`src/rtl/ohb_pkg.sv`:
```
package ohb_pkg;
  parameter int REG_W   = 8;
  parameter int FRAME_W = 7;
  localparam int IDX_W  = $clog2(REG_W);

  typedef enum logic [1:0] {
    FMT12  = 2'd0,
    FMT24  = 2'd1,
    FMT72  = 2'd2,
    FMTRSV = 2'd3
  } fmt_e;

  typedef struct packed {
    logic             hitA;
    logic             hitB;
    logic [IDX_W-1:0] idx;
  } bitMap_t;

  // Strobes from control to datapath
  typedef struct packed {
    logic             wrA;
    logic             wrB;
    logic [IDX_W-1:0] idx;
    logic             bitVal;
    logic             publish;
    logic             clear;
    logic             setValA;
    logic             setValB;
  } ctlStb_t;

  function automatic bitMap_t mapFrame(fmt_e f, logic [FRAME_W-1:0] n);
    bitMap_t m;
    int baseA, cntA, baseB, cntB, d;
    m = '0;
    case (f)
      FMT12:   begin baseA = 2;  cntA = 6; baseB = 0;  cntB = 0; end
      FMT24:   begin baseA = 1;  cntA = 8; baseB = 17; cntB = 4; end
      FMT72:   begin baseA = 26; cntA = 8; baseB = 42; cntB = 8; end
      default: begin baseA = 0;  cntA = 0; baseB = 0;  cntB = 0; end
    endcase
    d = int'(n) - baseA;
    if (cntA > 0 && d >= 0 && (d % 2) == 0 && (d / 2) < cntA) begin
      m.hitA = 1'b1;
      m.idx  = IDX_W'(d / 2);
    end
    d = int'(n) - baseB;
    if (cntB > 0 && d >= 0 && (d % 2) == 0 && (d / 2) < cntB) begin
      m.hitB = 1'b1;
      m.idx  = IDX_W'(d / 2);
    end
    return m;
  endfunction
endpackage

```
`src/rtl/ohb_ctrl.sv`:
```
module ohb_ctrl
  import ohb_pkg::*;
(
  input  logic               clk,
  input  logic               rstN,
  input  logic [1:0]         fmtSel,
  input  logic               frameStb,
  input  logic [FRAME_W-1:0] frameNum,
  input  logic               ohBit,
  input  logic               mfBegin,
  output ctlStb_t            ctl
);
  fmt_e    fmtReg;
  logic    fmtChg;
  bitMap_t map;

  always_ff @(posedge clk or negedge rstN) begin
    if (!rstN) fmtReg <= FMT12;
    else if (fmtChg) fmtReg <= fmt_e'(fmtSel);
  end

  always_comb begin
    fmtChg      = (fmt_e'(fmtSel) != fmtReg);
    map         = mapFrame(fmtReg, frameNum);
    ctl.wrA     = frameStb && !fmtChg && map.hitA;
    ctl.wrB     = frameStb && !fmtChg && map.hitB;
    ctl.idx     = map.idx;
    ctl.bitVal  = ohBit;
    ctl.publish = mfBegin && !fmtChg;
    ctl.clear   = fmtChg;
    ctl.setValA = (fmtReg != FMTRSV);
    ctl.setValB = (fmtReg == FMT24) || (fmtReg == FMT72);
  end


  one_target_chk: assert property (@(posedge clk) disable iff (!rstN)
    $onehot0({ctl.wrA, ctl.wrB}));


  no_b_in_f12_chk: assert property (@(posedge clk) disable iff (!rstN)
    (fmtReg == FMT12) |-> !ctl.wrB);


  fmt_follow_chk: assert property (@(posedge clk) disable iff (!rstN)
    fmtChg |=> (fmtReg == fmt_e'($past(fmtSel))));
endmodule

```
`src/rtl/ohb_dpath.sv`:
```
module ohb_dpath
  import ohb_pkg::*;
(
  input  logic             clk,
  input  logic             rstN,
  input  ctlStb_t          ctl,
  output logic [REG_W-1:0] regA,
  output logic [REG_W-1:0] regB,
  output logic             validA,
  output logic             validB
);
  logic [REG_W-1:0] shA, shB, shANext, shBNext;

  always_comb begin
    shANext = ctl.publish ? '0 : shA;
    shBNext = ctl.publish ? '0 : shB;
    if (ctl.wrA) shANext[ctl.idx] = ctl.bitVal;
    if (ctl.wrB) shBNext[ctl.idx] = ctl.bitVal;
  end

  always_ff @(posedge clk or negedge rstN) begin
    if (!rstN) begin
      shA <= '0; shB <= '0; regA <= '0; regB <= '0;
      validA <= 1'b0; validB <= 1'b0;
    end else if (ctl.clear) begin
      shA <= '0; shB <= '0; regA <= '0; regB <= '0;
      validA <= 1'b0; validB <= 1'b0;
    end else begin
      shA <= shANext;
      shB <= shBNext;
      if (ctl.publish) begin
        regA   <= shA;
        regB   <= shB;
        validA <= ctl.setValA;
        validB <= ctl.setValB;
      end
    end
  end


  hold_between_chk: assert property (@(posedge clk) disable iff (!rstN)
    (!ctl.publish && !ctl.clear) |=> ($stable(regA) && $stable(regB) && $stable(validA)));


  clear_drop_chk: assert property (@(posedge clk) disable iff (!rstN)
    ctl.clear |=> (!validA && !validB && regA == '0 && regB == '0));


  valid_order_chk: assert property (@(posedge clk) disable iff (!rstN)
    validB |-> validA);


  shadow_empty_chk: assert property (@(posedge clk) disable iff (!rstN)
    (ctl.publish && !ctl.wrA) |=> (shA == '0));
endmodule

```
`src/rtl/ohb_collector.sv`:
```
module ohb_collector
  import ohb_pkg::*;
(
  input  logic               clk,
  input  logic               rstN,
  input  logic [1:0]         fmtSel,
  input  logic               frameStb,
  input  logic [FRAME_W-1:0] frameNum,
  input  logic               ohBit,
  input  logic               mfBegin,
  output logic [REG_W-1:0]   regA,
  output logic [REG_W-1:0]   regB,
  output logic               validA,
  output logic               validB
);
  ctlStb_t ctl;

  ohb_ctrl u_ctrl (
    .clk(clk), .rstN(rstN), .fmtSel(fmtSel), .frameStb(frameStb),
    .frameNum(frameNum), .ohBit(ohBit), .mfBegin(mfBegin), .ctl(ctl)
  );

  ohb_dpath u_dpath (
    .clk(clk), .rstN(rstN), .ctl(ctl), .regA(regA), .regB(regB),
    .validA(validA), .validB(validB)
  );
endmodule

```
`config.mk`:
```
export PLATFORM = sky130hd
export DESIGN_NAME = ohb_collector
export DESIGN_NICKNAME = d
export VERILOG_FILES = /design/src/rtl/ohb_pkg.sv /design/src/rtl/ohb_ctrl.sv /design/src/rtl/ohb_dpath.sv /design/src/rtl/ohb_collector.sv
export SDC_FILE = /design/constraint.sdc
export NUM_CORES = 1
export LEC_CHECK = 0
export CORE_MARGIN = 10
export CORE_UTILIZATION = 55
export CTS_CLUSTER_DIAMETER = 100
export DETAILED_ROUTE_END_ITERATION = 10
export PLACE_DENSITY_LB_ADDON = 0.12
export SLEW_MARGIN = 20
export SYNTH_ARGS = -nofsm -noshare
export SYNTH_HDL_FRONTEND = slang
export SYNTH_SLANG_ARGS = --single-unit
```
`constraint.sdc`:
```
create_clock -name clk -period 9.8 [get_ports clk]
set_clock_uncertainty 0.15 [all_clocks]
set_input_delay 1.47 -clock clk [delete_from_list [all_inputs] [get_ports clk]]
set_output_delay 1.47 -clock clk [all_outputs]
set_load 0.02 [all_outputs]
```
==> results by group <==
Outcome
  • Run status: complete, no violations

STA
  • Minimum clock period: 6.67 ns
  • Final Hold Vio Count: 0
  • Period utilisation layout: between 60 and 70%
  • RSZ-0062 raised after global routing: no
  • # setup viols final: 0
  • Setup tns final: 0 ns
  • Worst slew pin tran: 0.887 ns
  • Max-slew headroom: approximately 41%
  • F_max: about 150 MHz
  • Slew Limit Fails: 0

Setup path
  • Worst Path Arrival: 6.73 ns
  • Setup crit start: frameNum[3]
  • Startpoint Class: primary input
  • Critical Path Fanout Max: 17
  • Critical path type: in2reg
  • CP endpoint kind: register
  • Crit path required time: 9.85 ns
  • Worst r2r src: u_ctrl.fmtReg[0]

Die
  • Die height: a little under 100 µm
  • Die footprint: 9510 µm²
  • # IOs: 32
  • DIE WIDTH: around 98 µm
  • Starting Density: between 50 and 60%
  • FP Rows: 28
  • Core area: a little under 6000 µm²

Finish
  • Fraction of layout cells with a size suffix above 1: 8.13%
  • Reg area: 901 µm²
  • Area growth, synth to finish: 12.6%
  • Filler cell count: approximately 540
  • Final #Nets: ~430
  • Area occupied by multi-input gates: 2260 µm²
  • Ant. Diodes: 0

Power and ir drop
  • P_leak: approximately 1.6 nW
  • PD cells: about 100 nW/µm²
  • Peak supply drop: a little under 80 µV
  • Post-layout power: between 0.0003 and 0.0004 W

Synth
  • Number of synthesized register bits: 36
  • Number of flops mapped to enable cells by yosys: 0
  • Synthesized Nets: 403
  • Netlist cell types: 62
  • Main synth FF type: dfrtp_1
  • Sequential element share of the synthesized area: a little over a quarter
  • Top cell type's share of synthesized area: between 20% and 30%
  • Syn Inst Count: roughly 350
  • YS warnings: 0
  • Post-Synthesis Cell Area: 3310 µm²
  • Ys async rst share: 100%
  • Ranking of synthesized cells by area: dfrtp_1, ha_1, mux2i_1
  • Avg Cell Area, Syn: 9.56 µm²
  • Post-synth top area cell: dfrtp_1

Clocking
  • CTS tree: built
  • H-tree level count: 2
  • Root buffer cell: clkbuf_8
  • Clk sink count: 36
  • Worst skew pair latency: between 0.2 and 0.3 ns
  • Worst-path clk slew: roughly 0.07 ns
  • Num CTS Buffers: 5
  • Clk buf depth: 2
  • Post-CTS sizing: 0
  • Postcts setup bufs: 0
  • Hold_buf cts: 0

Min path
  • Hold Startpoint: u_dpath.regA[3]
  • HP Class: reg2reg

Drt
  • 1st-pass router iterations: 4
  • Mean number of vias per cell: ~5.7
  • Number of remaining DRC errors: 0
  • Vias: about 2500
  • Wire length per cell after detailed routing: 15.4 µm
  • DRT iter0 DRCs: between 90 and 100
  • Post-Route WL: approximately 6800 µm
  • Routed Antenna Nets: 0

Global route
  • Total track usage: approximately 14%
  • Initial antenna violation count: 0
  • GRT overflow: 0
  • First-pass GRT wire length: between 10000 and 15000 µm
  • Number of global-route vias before repair: 2525
  • Largest net degree at the start of global routing: 37

Place
  • I/O Buffers: 31
  • Global placement routability congestion: about 0.83
  • DP Wirelength: between 5000 and 6000 µm

Flow run
  • Max Cap Viol: 0
-- path summary, 6_finish.rpt --
path	end	slack (ns)	cells past startpoint
worst min-delay path	u_dpath.regA[3]	0.38	2
min in group asynchronous	u_dpath.regA[3]	1.45	2
worst max-delay path	u_dpath.shA[7]	3.13	19
worst min register to register	u_dpath.regA[3]	0.38	2
max in group asynchronous	u_dpath.regB[7]	7.73	2
worst max register to register	u_dpath.shA[7]	3.77	21
-- power by group --
part           switching, W  leakage (nW)  total (W)  internal (W)
clock             0.0000515        0.0510   0.000108     0.0000560
sequential       0.00000100         0.498   0.000150      0.000149
combinational     0.0000717          1.06   0.000120     0.0000478
total              0.000124          1.61   0.000378      0.000253
-- worst max-delay path, stage by stage --
cell             delay (ns)
clkdlybuf4s50_1        0.40
ha_1                   0.36
a21oi_1                0.36
o21ai_0                0.21
a211o_1                0.40
nor2_1                 0.12
ha_1                   0.21
ha_1                   0.26
nand3_1                0.18
or2_2                  0.33
ha_1                   0.18
nor4_1                 0.23
nand4_1                0.17
nor3_1                 0.21
a211o_1                0.15
o311a_1                0.66
mux2i_4                0.44
nand4bb_1              0.19
mux2i_1                0.19
-- stage by stage --
step	setup WS, ns	instances	util, %	hold slack [ns]	instance area (µm²)
final	3.13	444	63.3	0.376	3720
after global routing	2.72	444	63.3	0.403	3720
after CTS	3.13	444	63.3	0.380	3720
after detailed placement	2.84	436	61.7	0.363	3630
after global placement	2.96	436	61.7	0.348	3630
after floorplan	4.21	346	-	0.332	3310
-- cells in the final DEF (no fill, tap or decap), types with 5 or more instances in the layout --
| cell | count |
|---|---|
| a21oi_1 | 5 |
| nand4_1 | 10 |
| xnor2_1 | 9 |
| nand4b_1 | 6 |
| nand3b_1 | 18 |
| inv_1 | 15 |
| nor3_1 | 9 |
| ha_1 | 41 |
| nand2_1 | 16 |
| nor2_1 | 33 |
| clkdlybuf4s50_1 | 31 |
| nand3_1 | 16 |
| nor2b_1 | 10 |
| dfrtp_1 | 36 |
| mux2i_1 | 33 |
| clkbuf_8 | 6 |
-- sequential cells by signal (all words and copies together) (netlist names) --
| signal | flops |
|---|---|
| u_dpath.shA | 8 |
| u_dpath.regB | 8 |
| u_dpath.validB | 1 |
| u_ctrl.fmtReg | 2 |
| u_dpath.regA | 8 |
| u_dpath.shB | 8 |
| u_dpath.validA | 1 |
-- synthesized netlist by cell type (6+ instances only) --
master	instances
nor2_1	33
nand3b_1	18
dfrtp_1	36
inv_1	15
nor3_1	9
ha_1	41
nand4_1	10
nand2_1	16
nor2b_1	10
nand3_1	16
mux2i_1	33
clkbuf_1	9
nand4b_1	6
xnor2_1	9
-- layout make-up --
class | count | share of cell area [%]
timing repair buffer | 33 | 8.73
sequential | 36 | 24.2
multi-input combinational | 277 | 60.6
clock inverter | 2 | 0.269
inverter | 15 | 1.51
clock buffer | 6 | 2.22
tap | 75 | 2.52
-- cell families after synthesis --
group	Yosys count	synth area share, %
AO/OA/AOI/OAI	33	9.08
XOR/XNOR	15	4.65
adder cells (fa/ha/maj)	43	16.7
buffers and inverters	33	4.54
flip-flops	36	27.2
multiplexers	35	11.0
AND/OR/NAND/NOR	151	26.7
-- per-layer routing --
metal	GRT usage (%)	share of wire (%)
met4	3.24	0.86
met1	18.5	49
met5	0	0
met3	3.49	3.5
met2	22.9	46
Note: power is estimated with default switching activity, not from simulation.
